### config.mk
export PLATFORM = sky130hd
export DESIGN_NAME = owire_uart_master
export DESIGN_NICKNAME = d
export VERILOG_FILES = /design/src/rtl/owm_pkg.sv /design/src/rtl/owm_cell_timer.sv /design/src/rtl/owm_line_sync.sv /design/src/rtl/owm_shift8.sv /design/src/rtl/owire_uart_master.sv
export SDC_FILE = /design/constraint.sdc
export NUM_CORES = 1
export LEC_CHECK = 0
export ABC_AREA = 1
export BUFFER_PORTS_ARGS = -buffer_cell sky130_fd_sc_hd__buf_2
export CORE_ASPECT_RATIO = 1.1
export CORE_UTILIZATION = 35
export DETAILED_ROUTE_END_ITERATION = 10
export PLACE_DENSITY = 0.6
export SETUP_SLACK_MARGIN = 0.5
export SLEW_MARGIN = 25
export SYNTH_ARGS = -nofsm -noshare
export SYNTH_HDL_FRONTEND = slang
export SYNTH_SLANG_ARGS = --single-unit
### constraint.sdc
create_clock -name clk -period 1.7 [get_ports clk]
set_input_delay 0.34 -clock clk [delete_from_list [all_inputs] [get_ports clk]]
set_output_delay 0.34 -clock clk [all_outputs]
set_load 0.03 [all_outputs]
### src/rtl/owm_pkg.sv
package owm_pkg;

    typedef enum logic [1:0] {
        OP_RESET = 2'd0,
        OP_WR0   = 2'd1,
        OP_WR1   = 2'd2,
        OP_READ  = 2'd3
    } op_e;

    typedef enum logic [1:0] {
        ST_IDLE  = 2'd0,
        ST_START = 2'd1,
        ST_DATA  = 2'd2,
        ST_STOP  = 2'd3
    } state_e;

    localparam logic [7:0] PAT_RESET = 8'hF0;
    localparam logic [7:0] PAT_ZERO  = 8'h80;
    localparam logic [7:0] PAT_ONE   = 8'hFF;

    function automatic logic [7:0] pattern_of(input op_e op);
        logic [7:0] p;
        unique case (op)
            OP_RESET: p = PAT_RESET;
            OP_WR0:   p = PAT_ZERO;
            default:  p = PAT_ONE;
        endcase
        return p;
    endfunction

    function automatic logic decode_of(input op_e op, input logic [7:0] echo);
        logic r;
        unique case (op)
            OP_RESET: r = (echo != PAT_RESET);
            OP_READ:  r = (echo == PAT_ONE);
            default:  r = 1'b0;
        endcase
        return r;
    endfunction

endpackage

### src/rtl/owm_cell_timer.sv
module owm_cell_timer #(
    parameter int SLOW_DIV = 208,
    parameter int FAST_DIV = 17
) (
    input  logic clk,
    input  logic rst_n,
    input  logic run,
    input  logic slow,
    output logic mid,
    output logic last
);
    localparam int MAX_DIV = (SLOW_DIV > FAST_DIV) ? SLOW_DIV : FAST_DIV;
    localparam int CW      = $clog2(MAX_DIV + 1);
    localparam logic [CW-1:0] SLOW_END = CW'(SLOW_DIV - 1);
    localparam logic [CW-1:0] FAST_END = CW'(FAST_DIV - 1);
    localparam logic [CW-1:0] SLOW_MID = CW'(SLOW_DIV / 2);
    localparam logic [CW-1:0] FAST_MID = CW'(FAST_DIV / 2);

    logic [CW-1:0] cnt;
    logic [CW-1:0] end_val;
    logic [CW-1:0] mid_val;

    always_comb begin
        end_val = slow ? SLOW_END : FAST_END;
        mid_val = slow ? SLOW_MID : FAST_MID;
        last    = run && (cnt == end_val);
        mid     = run && (cnt == mid_val);
    end

    always_ff @(posedge clk) begin
        if (!rst_n || !run || last) begin
            cnt <= '0;
        end else begin
            cnt <= cnt + 1'b1;
        end
    end
endmodule

### src/rtl/owm_line_sync.sv
module owm_line_sync #(
    parameter int STAGES = 2
) (
    input  logic clk,
    input  logic rst_n,
    input  logic din,
    output logic dout
);
    logic [STAGES-1:0] q;

    generate
        if (STAGES == 1) begin : g_one
            always_ff @(posedge clk) begin
                if (!rst_n) q <= '1;
                else        q <= din;
            end
        end else begin : g_chain
            always_ff @(posedge clk) begin
                if (!rst_n) q <= '1;
                else        q <= {q[STAGES-2:0], din};
            end
        end
    endgenerate

    assign dout = q[STAGES-1];
endmodule

### src/rtl/owm_shift8.sv
module owm_shift8 (
    input  logic       clk,
    input  logic       rst_n,
    input  logic       load,
    input  logic [7:0] load_val,
    input  logic       shift,
    input  logic       shift_in,
    output logic [7:0] value
);
    always_ff @(posedge clk) begin
        if (!rst_n) begin
            value <= 8'hFF;
        end else if (load) begin
            value <= load_val;
        end else if (shift) begin
            value <= {shift_in, value[7:1]};
        end
    end
endmodule

### src/rtl/owire_uart_master.sv
module owire_uart_master
    import owm_pkg::*;
#(
    parameter int CLK_HZ      = 50_000_000,
    parameter int SLOW_BAUD   = 9600,
    parameter int FAST_BAUD   = 115200,
    parameter int SYNC_STAGES = 2
) (
    input  logic       clk,
    input  logic       rst_n,
    input  logic       cmd_valid,
    input  logic [1:0] cmd_op,
    output logic       busy,
    output logic       done,
    output logic       result,
    output logic       frame_err,
    output logic       line_oe,
    input  logic       line_in
);
    localparam int SLOW_DIV = (CLK_HZ + SLOW_BAUD / 2) / SLOW_BAUD;
    localparam int FAST_DIV = (CLK_HZ + FAST_BAUD / 2) / FAST_BAUD;

    state_e     state, state_nx;
    op_e        op_q;
    logic       slow_q;
    logic [2:0] bit_idx;
    logic       stop_ok;
    logic       accept;
    logic       cell_mid, cell_last;
    logic       line_s;
    logic [7:0] tx_val, rx_val;

    assign accept = (state == ST_IDLE) && cmd_valid;

    owm_line_sync #(.STAGES(SYNC_STAGES)) u_sync (
        .clk(clk), .rst_n(rst_n), .din(line_in), .dout(line_s)
    );

    owm_cell_timer #(.SLOW_DIV(SLOW_DIV), .FAST_DIV(FAST_DIV)) u_timer (
        .clk(clk), .rst_n(rst_n), .run(state != ST_IDLE), .slow(slow_q),
        .mid(cell_mid), .last(cell_last)
    );

    owm_shift8 u_tx (
        .clk(clk), .rst_n(rst_n),
        .load(accept), .load_val(pattern_of(op_e'(cmd_op))),
        .shift((state == ST_DATA) && cell_last), .shift_in(1'b1),
        .value(tx_val)
    );

    owm_shift8 u_rx (
        .clk(clk), .rst_n(rst_n),
        .load(1'b0), .load_val(8'h00),
        .shift((state == ST_DATA) && cell_mid), .shift_in(line_s),
        .value(rx_val)
    );

    // next state
    always_comb begin
        state_nx = state;
        unique case (state)
            ST_IDLE:  if (cmd_valid) state_nx = ST_START;
            ST_START: if (cell_last) state_nx = ST_DATA;
            ST_DATA:  if (cell_last && bit_idx == 3'd7) state_nx = ST_STOP;
            ST_STOP:  if (cell_last) state_nx = ST_IDLE;
        endcase
    end

    // state register and per-frame context
    always_ff @(posedge clk) begin
        if (!rst_n) begin
            state   <= ST_IDLE;
            op_q    <= OP_RESET;
            slow_q  <= 1'b0;
            bit_idx <= '0;
            stop_ok <= 1'b1;
        end else begin
            state <= state_nx;
            if (accept) begin
                op_q    <= op_e'(cmd_op);
                slow_q  <= (op_e'(cmd_op) == OP_RESET);
                bit_idx <= '0;
            end else if ((state == ST_DATA) && cell_last) begin
                bit_idx <= bit_idx + 1'b1;
            end
            if ((state == ST_STOP) && cell_mid) begin
                stop_ok <= line_s;
            end
        end
    end

    // registered outputs
    always_ff @(posedge clk) begin
        if (!rst_n) begin
            done      <= 1'b0;
            result    <= 1'b0;
            frame_err <= 1'b0;
        end else begin
            done <= 1'b0;
            if ((state == ST_STOP) && cell_last) begin
                done      <= 1'b1;
                result    <= decode_of(op_q, rx_val);
                frame_err <= !stop_ok;
            end
        end
    end

    // line drive and busy
    always_comb begin
        busy = (state != ST_IDLE);
        unique case (state)
            ST_START: line_oe = 1'b1;
            ST_DATA:  line_oe = !tx_val[0];
            default:  line_oe = 1'b0;
        endcase
    end
endmodule

== After elaboration in Yosys (flattened, before gate mapping) ==
Index checks and enable logic that the tools add are counted.
Word-level totals
  output and inout bits: 5
  bits in registers: 43
  word-level logic and storage cells: 63
Operators by class
  reductions and logical operators: 21
  equality and inequality tests: 14
  bitwise logic cells: 1
  $add $sub $neg: 2
  muxes and demuxes: 13
Operators by type and width (count)
  == test 13 bit: 2
  two-way mux 8 bit: 2
  case mux 7 bit (2 select lines): 1
  adder 13 x 1 -> 13 bit (second input constant): 1
  two-way mux 13 bit: 1
  two-way mux 12 bit: 1
  == test 8 bit (second input constant): 1
  logical AND 1 bit: 8
  two-way mux 2 bit: 4
  != test 2 bit (second input constant): 4
  != test 8 bit (second input constant): 1
  case mux 2 bit (4 select lines): 1
  == test 2 bit (second input constant): 3
  logical NOT 2 bit: 3
  == test 2 x 1 -> 1 bit (second input constant): 2
  logical NOT 1 bit: 4
  case mux 1 bit (2 select lines): 2
  AND reduction 4 bit: 1
  nonzero test 2 bit: 2
  adder 3 x 1 -> 3 bit (second input constant): 1
  == test 3 bit (second input constant): 1
  logical OR 1 bit: 2
  OR reduction 2 bit: 1
  two-way mux 1 bit: 1
  NOT 1 bit: 1

== Logic depth before layout (Yosys ltp) ==
Gate-level depths: netlist (run 1).
  word-level depth: 6
  depth in mapped cells: 12
  mapped depth without buffers: 12

== Modules after synthesis ==
A second synthesis (run 1) with hierarchy kept.
Unflattened totals
  cells, all modules: 317
  area, all modules: 2223.4 sq um
By module, submodules not included
  owm_cell_timer: cells an instance 125, times used 1, area an instance 777.0 sq um
  owire_uart_master: cells an instance 96, times used 1, area an instance 695.7 sq um
  owm_shift8: cells an instance 45, times used 2, area an instance 347.8 sq um
  owm_line_sync: cells an instance 6, times used 1, area an instance 55.1 sq um

== Least setup slack after synthesis (run 1) ==
No wires, ideal clock.
  path type: reg2reg
  from: reg state[0]
  to: reg u_tx.value[1]
  cell stages (with the launch flop): 12
  arrival: 1648 ps
  path buffers: 1
  setup slack: -71 ps
  period minus slack after synthesis: 1771 ps
  data required time: 1577 ps
  cells stage by stage: dfxtp_1 -> inv_1 -> ha_1 -> inv_2 -> nand2_1 -> nor2_1 -> nand2_2 -> nor2_4 -> nand4_4 -> nand2_4 -> buf_12 -> o21ai_0
Between the ends
  cells in the longest elaborated chain, start to end: 4
  elaborated cells between the ends (all ways): 8
  those cells by class: eq/ne: 1; mux: 1; reduce/logical: 6
RTL lines
  start: declaration: line owire_uart_master.sv:23  | state_e state, state_nx;
  start signal: assignment: line owire_uart_master.sv:78  | state <= state_nx;
  nonzero test 2 bit
  net busy: line owire_uart_master.sv:13  | output logic busy,
  logical AND 1 bit: line owm_cell_timer.sv:26  | last = run && (cnt == end_val);
  logical AND 1 bit: line owire_uart_master.sv:47  | .shift((state == ST_DATA) && cell_last), .shift_in(1'b1),
  nonzero test 2 bit (no source line)
  end signal: assignment: line owm_shift8.sv:14  | value <= load_val;
  end signal: assignment: line owm_shift8.sv:16  | value <= {shift_in, value[7:1]};
  end: declaration: line owm_shift8.sv:8  | output logic [7:0] value
The timed path passes the listed nets, and every way through them passes these cells.
A chain may end at the register's enable or synchronous reset.

== Final worst setup path (run 1) ==
  from: reg state[1]
  to: reg u_tx.value[1]
Between the ends
  cells in the longest elaborated chain, start to end: 4
  elaborated cells between the ends (all ways): 8
  those cells by class: eq/ne: 1; mux: 1; reduce/logical: 6
RTL lines
  nonzero test 2 bit: line owire_uart_master.sv:40  | .clk(clk), .rst_n(rst_n), .run(state != ST_IDLE), .slow(slow_q),
  logical AND 1 bit: line owm_cell_timer.sv:26
  logical AND 1 bit: line owire_uart_master.sv:47
  nonzero test 2 bit (no source line)
Several ways; a longest one is shown, not always the timed one.

==> flow_summary_export.csv, run 1 <==
group,metric,value,unit
run_status,status,"complete, no violations",
routing,routed_wl,4859,µm
clocking,clk_latency,0.30,ns
floorplan,dieArea,6720,µm²
clocking,cts_buffer_depth,2,
clocking,cts_tree,"built",
routing,vias,1912,
finish,drive_above_1_share,0.4448,
yosys,async_flop_share,0,
timing,drv_slew,0,
setup_path,startpoint,"state[1]$_SDFFE_PN0P_",
routing,drtAntennaViolNets,0,
clocking,clock-sinks,42,
setup_path,cp-start-kind,"flop",
routing,detail_route.vias_per_cell,4.816,
setup_path,critPathArrivalTime,1.89,ns
setup_path,regToRegSetupSlack,0.04,ns
timing,rsz0062_at_grt,"true",
pwr,p_total,3.267,mW
global_routing,grtUsageTotal,0.1523,
timing,period_share,0.9789,
yosys,yosys-top-cells-area,"dfxtp_1 (38%), nand2_1 (8.7%), ha_1 (5.6%)",
setup_path,cp_slowest_cell,"dfxtp_4",
yosys,ys_seq_area_frac,0.3756,
routing,dr.pass1.iters,4,
placement,pre_cts_slack,-0.0005953,ns
setup_path,cp-end-kind,"flop",
routing,met1_length,2185,µm
finish,num_antenna_cells,0,
floorplan,placeableCoreArea,6156,µm²
timing,slew-limit-headroom,0.6480,
timing,tightest_slew,0.5280,ns
global_routing,grt_max_degree,14,
timing,finalSetupViolations,0,
global_routing,grt_first_pass_wirelength,7969,µm
global_routing,antenna_found_initial,0,
timing,min_period,1.664,ns
hold_path,hold_path_class,"input pin to flop",
setup_path,crit_type,"flop to flop",
yosys,synth-edff-count,0,
yosys,netlist_area,2238,µm²
flow_run,maxCapViolations,0,
placement,dp_hpwl,3297,µm
clocking,postCtsHoldBufs,0,
setup_path,path_cells,"inv_4, ha_4, inv_8, nand2_4, nor2_4, nand2_2, nor2_4, nand4_4, nand2_8, a21oi_2, o21ai_1",
yosys,synthesis.instances,283,
timing,fin_ws,0.03591,ns
clocking,numCtsBuffers,5,
floorplan,fp.dieW,78.25,µm
yosys,synth-xor-area-share,0.01956,
finish,nets,332,
yosys,synth_top_area_frac,0.3756,
yosys,synth_compound_area_frac,0.1185,
setup_path,cp_max_fo,6,
timing,skew,0.01066,ns
routing,first_iter_violations,73,
timing,fmax,0.6009,GHz
global_routing,grt_pass1_vias,1805,
pwr,p_int,2.072,mW
routing,wire_per_inst,12.24,µm
pwr,swShare,0.3659,
floorplan,initial_core_util,0.3636,
timing,hold_viol_final,0,
setup_path,crit_path_frequent_cell,"nor2_4",
pwr,p_sw,1.195,mW
setup_path,ff2ff_path_depth,11,
floorplan,ioPinCount,11,
yosys,synth_fp_nets,299,
routing,topRoutingLayerUsed,"met4",
setup_path,rr_startpoint,"state[1]$_SDFFE_PN0P_",
routing,drc_errors,0,
placement,gp_congestion,0.8059,
global_routing,grt_overflow,0,
routing,wl_met3,112,µm
pwr,power_density,1106,nW/µm²
yosys,ys_ff_latch,42,
setup_path,critPathCapture,"u_tx.value[1]$_SDFFE_PN1P_",
clocking,ctsHtreeMaxLevel,2,
setup_path,r2r_end,"u_tx.value[1]$_SDFFE_PN1P_",
yosys,synthMuxAreaShare,0,
clocking,path_clk_slew,0.09,ns
yosys,synth_cell_type_count,47,
yosys,yosysWarnings,0,
setup_path,critPathMaxStageDelay,0.39,ns
finish,synthToLayoutAreaGrowth,31.97,%
floorplan,fp-row-count,30,
pwr,power_leakage,1.205,nW
pwr,p_clk_frac,0.243,
setup_path,required,1.93,ns
yosys,synth.avg_cell_area,7.910,µm²
yosys,synthFlopType,"dfxtp_1",
placement,port-buffer-count,10,
yosys,synth_top_family_by_area,"simple AND/OR/NAND/NOR gates",
floorplan,die_h,85.88,µm
pwr,p_comb_frac,0.398,
pwr,vdd_ir_drop_max,0.0007511,V
yosys,synthAdderAreaFrac,0.05590,
yosys,synth-simple-area-share,0.3454,
pwr,p_seq_frac,0.359,
yosys,synthTopCellsByCount,"nand2_1 (52), dfxtp_1 (42), inv_1 (28)",
finish,final_core_util,0.4799,
yosys,synth_most_common_cell,"nand2_1",
yosys,synth_top_cell_by_area,"dfxtp_1",
routing,met2_length,2459,µm
clocking,cts_root_buf,"clkbuf_8",
## logic make-up (layout without fill, tap and decap cells)
logic type / after synthesis / in the layout
xor+xnor: 5 / 5
flops: 42 / 42
simple gates: 142 / 144
buf+inv: 42 / 74
compound gates: 42 / 42
fa+ha+maj: 10 / 10
## worst max-delay path, delay by kind of cell (launching register included)
kind | cells | cell delay [ns]
simple gates | 6 | 0.75
fa+ha+maj | 1 | 0.18
compound gates | 2 | 0.16
buf+inv | 2 | 0.11
flops | 1 | 0.39
## worst min path at each step
stage                                 from                      to  depth (start not counted)
floorplan           u_sync.q[0]$_SDFF_PN1_  u_sync.q[1]$_SDFF_PN1_                          1
global placement    u_sync.q[0]$_SDFF_PN1_  u_sync.q[1]$_SDFF_PN1_                          1
detailed placement  u_sync.q[0]$_SDFF_PN1_  u_sync.q[1]$_SDFF_PN1_                          1
CTS                                line_in  u_sync.q[0]$_SDFF_PN1_                          2
global route                       line_in  u_sync.q[0]$_SDFF_PN1_                          2
finish                             line_in  u_sync.q[0]$_SDFF_PN1_                          2
## placed cells by master (no fill, tap or decap), drive strengths merged, types with 4 or more instances in the layout
cell,instances
nand3,24
or2,4
clkbuf,6
a21oi,16
xor2,4
inv,35
o21ai,17
nand2,62
ha,10
nor3,8
nand4,8
nor2,32
buf,29
dfxtp,42
## what timing repair did
action | in CTS | in global routing
gates resized for setup | 29 | 48
buffers inserted | 8 | 4
setup endpoints to repair | 43 | 43
pin swaps | 15 | 29
cloned | 3 | 0
## stage by stage
| step | cells | area, µm² | setup TNS [ns] | hold slack [ns] |
|---|---|---|---|---|
| 2_1_floorplan | 283 | 2306 | 0 | 0.3925 |
| 3_3_place_gp | 374 | 2454 | 0 | 0.3993 |
| 3_5_place_dp | 374 | 2454 | -0.0005953 | 0.4032 |
| 4_1_cts | 393 | 2760 | 0 | 0.2205 |
| 5_1_grt | 397 | 2954 | -0.5570 | 0.2193 |
| 6_report | 397 | 2954 | 0 | 0.2287 |
## routing by layer
| metal | track usage | vias to the layer above |
|---|---|---|
| li1 | - | 999 |
| met1 | 0.1840 | 879 |
| met2 | 0.2600 | 23 |
| met3 | 0.02660 | 11 |
| met4 | 0.07576 | 0 |
| met5 | 0 | - |
## sequential cells by signal, summed over array words and instances (netlist names)
signal       cells
result           1
frame_err        1
state            2
u_tx.value       7
done             1
op_q             2
u_timer.cnt     13
slow_q           1
u_sync.q         2
bit_idx          3
u_rx.value       8
stop_ok          1
## final cells by class
class	count	area, µm²
fillers	620	3202
multi-input cells	201	1510
flip-flops and latches	42	855.8
repair buffers	29	214.0
inverters	36	156.4
well taps	80	100.1
clock buffers	6	72.57
clock inverters	2	37.54
repair inverters	1	7.507
## power groups by stage
stage | sequential [mW] | clock [mW] | combinational (mW)
2_1_floorplan | 1.16 | 0 | 0.778
3_3_place_gp | 1.18 | 0 | 0.897
3_5_place_dp | 1.18 | 0 | 0.902
4_1_cts | 1.16 | 0.819 | 1.13
5_1_grt | 1.19 | 0.859 | 1.43
6_report | 1.17 | 0.793 | 1.30
Note: power is estimated with default switching activity, not from simulation.
==> inputs of run 2 (changes only) <==
ABC_AREA = not set   (was 1)
CORE_MARGIN = 2   (was not set)
==> flow_summary_export.csv, run 2 <==
group,metric,value,unit
setup_path,cp_max_fo,6,
finish,num_antenna_cells,0,
floorplan,fp-row-count,29,
finish,final_common_cell,"dfxtp_1",
setup_path,crit_family,"compound AO/OA/AOI/OAI gates",
timing,min_period,1.814,ns
clocking,ctsHtreeMaxLevel,2,
hold_path,hold_path_class,"input pin to flop",
timing,hold_viol_final,0,
setup_path,cp-start-kind,"flop",
pwr,power_density,1059,nW/µm²
floorplan,die_h,85.38,µm
setup_path,regToRegSetupSlack,-0.11,ns
yosys,synth_fp_nets,244,
global_routing,grt_first_pass_wirelength,7631,µm
placement,dp.cells,340,
setup_path,crit_type,"flop to flop",
yosys,synth-simple-area-share,0.2601,
global_routing,grtUsageTotal,0.1441,
floorplan,dieArea,6658,µm²
floorplan,ioPinCount,11,
timing,drv_slew,0,
setup_path,path_buf_inv,0,
global_routing,antenna_found_initial,0,
yosys,synthFlopType,"dfxtp_1",
pwr,p_int,1.934,mW
clocking,cts_root_buf,"clkbuf_8",
clocking,cts_buffer_depth,2,
yosys,synth_most_common_cell,"dfxtp_1",
setup_path,required,1.90,ns
yosys,yosysWarnings,0,
timing,rsz0062_at_grt,"true",
yosys,netlist_area,2107,µm²
clocking,clock-sinks,42,
pwr,p_sw,989.8,µW
timing,fin_ws,-0.1143,ns
pwr,p_seq_frac,0.380,
yosys,synth_cell_type_count,51,
global_routing,grt_max_degree,17,
clocking,numCtsBuffers,5,
floorplan,fp.dieW,77.98,µm
routing,detail_route.vias_per_cell,4.938,
pwr,p_clk_frac,0.222,
yosys,ys_seq_area_frac,0.3990,
yosys,synth_compound_area_frac,0.1229,
timing,period_share,1.067,
floorplan,initial_core_util,0.3629,
yosys,synth-xor-area-share,0.04988,
yosys,synthAdderAreaFrac,0.05938,
pwr,power_leakage,1.200,nW
yosys,synth.avg_cell_area,9.241,µm²
finish,regMostFlops,"u_timer.cnt",
setup_path,startpoint,"slow_q$_SDFFE_PN0P_",
yosys,synthesis.instances,228,
global_routing,grt_pass1_vias,1676,
timing,finalSetupViolations,28,
run_status,violations,"negative setup slack",
yosys,ys_ff_latch,42,
yosys,synth_top_family_by_area,"simple AND/OR/NAND/NOR gates",
clocking,cts_tree,"built",
placement,port-buffer-count,10,
timing,tns,-1.628,ns
finish,stdcell_count,354,
setup_path,critPathMaxStageDelay,0.40,ns
routing,dr.pass1.iters,4,
setup_path,path_cells,"or3b_4, a211oi_4, o2111ai_4, and3_4, a311o_1",
routing,first_iter_violations,100,
routing,drc_errors,0,
pwr,swShare,0.3385,
placement,dp_hpwl,3228,µm
flow_run,maxCapViolations,0,
finish,nets,292,
pwr,p_comb_frac,0.399,
routing,wire_per_inst,12.60,µm
clocking,clk_latency,0.30,ns
finish,top_regs,"u_timer.cnt (13), u_rx.value (8), u_tx.value (7)",
yosys,synthMuxAreaShare,0.06651,
placement,gp_congestion,0.7906,
routing,drtAntennaViolNets,0,
setup_path,cp-end-kind,"flop",
yosys,synthTopCellsByCount,"dfxtp_1 (42), nor2_1 (28), nand2_1 (21)",
global_routing,grt_overflow,0,
clocking,path_clk_slew,0.08,ns
finish,drive_above_1_share,0.3141,
hold_path,min-delay-start,"line_in",
yosys,yosys-top-cells-area,"dfxtp_1 (40%), mux2i_1 (6.7%), ha_1 (5.9%)",
timing,skew,0.008880,ns
timing,fmax,0.5512,GHz
yosys,synth_top_area_frac,0.3990,
yosys,synth-edff-count,0,
setup_path,cp_slowest_cell,"or3b_4",
pwr,vdd_ir_drop_max,0.0007631,V
run_status,status,"complete, but fails checks",
routing,routed_wl,4461,µm
floorplan,placeableCoreArea,5806,µm²
timing,tightest_slew,0.3765,ns
yosys,async_flop_share,0,
routing,vias,1748,
clocking,postCtsHoldBufs,0,
setup_path,critPathArrivalTime,2.01,ns
finish,largest_reg_flops,13,
timing,slew-limit-headroom,0.7490,
yosys,synth_top_cell_by_area,"dfxtp_1",
setup_path,rr_startpoint,"slow_q$_SDFFE_PN0P_",
finish,synthToLayoutAreaGrowth,31.06,%
finish,mostFrequentLayoutCells,"dfxtp_1 (37), buf_4 (32), nor2_1 (27), nand2_1 (21), mux2i_1 (13)",
run 2: stage by stage:
stage	hold WS [ns]	worst slack, ns	total power [mW]	util	area [µm²]
3_5_place_dp	0.4022	-0.1208	2.044	0.4332	2515
3_3_place_gp	0.3878	-0.1064	2.033	0.4332	2515
5_1_grt	0.2251	-0.1923	3.090	0.4756	2761
6_report	0.2151	-0.1143	2.924	0.4756	2761
2_1_floorplan	0.3863	-0.07171	1.726	-	2156
4_1_cts	0.2158	-0.09911	2.820	0.4623	2684
run 2: cell families after synthesis:
kind of cell,after synthesis
multiplexers,14
AO/OA/AOI/OAI,31
flip-flops,42
XOR/XNOR,12
adder cells (fa/ha/maj),10
buffers and inverters,19
AND/OR/NAND/NOR,100
run 2: per-layer routing:
layer / global-route usage / wire [µm] / vias to the layer above / share of wire
li1: - / - / 897 / -
met1: 0.1831 / 2149 / 829 / 0.48
met2: 0.2375 / 2128 / 17 / 0.48
met3: 0.03191 / 118 / 5 / 0.026
met4: 0.05742 / 65 / 0 / 0.015
met5: 0 / 0 / - / 0
run 2: area by class of cell:
type / count / area [µm²]
repair buffers: 50 / 419.2
flip-flops and latches: 42 / 847.1
clock inverters: 2 / 13.76
multi-input cells: 167 / 1270
fillers: 578 / 3044
inverters: 10 / 42.54
clock buffers: 6 / 72.57
well taps: 77 / 96.34
run 2: final timing paths:
path | to | cells after the start
worst min register to register | u_sync.q[1]$_SDFF_PN1_ | 1
worst max register to register | u_tx.value[4]$_SDFFE_PN1P_ | 5
worst min-delay path | u_sync.q[0]$_SDFF_PN1_ | 2
worst max-delay path | u_tx.value[4]$_SDFFE_PN1P_ | 5
run 2: power groups by stage:
stage / Sequential [mW] / Combinational, mW / Clock, mW
floorplan: 1.14 / 0.584 / 0
global placement: 1.13 / 0.904 / 0
detailed placement: 1.13 / 0.916 / 0
CTS: 1.11 / 1.04 / 0.667
global route: 1.12 / 1.27 / 0.706
finish: 1.11 / 1.17 / 0.648
run 2: what timing repair did:
| action | CTS | global route |
|---|---|---|
| resized for setup | 17 | 13 |
| cloned | 0 | 0 |
| endpoints found under the setup margin | 42 | 43 |
| pin swaps | 5 | 4 |
| endpoints found under the hold margin | 0 | 0 |
| setup buffers | 2 | 4 |
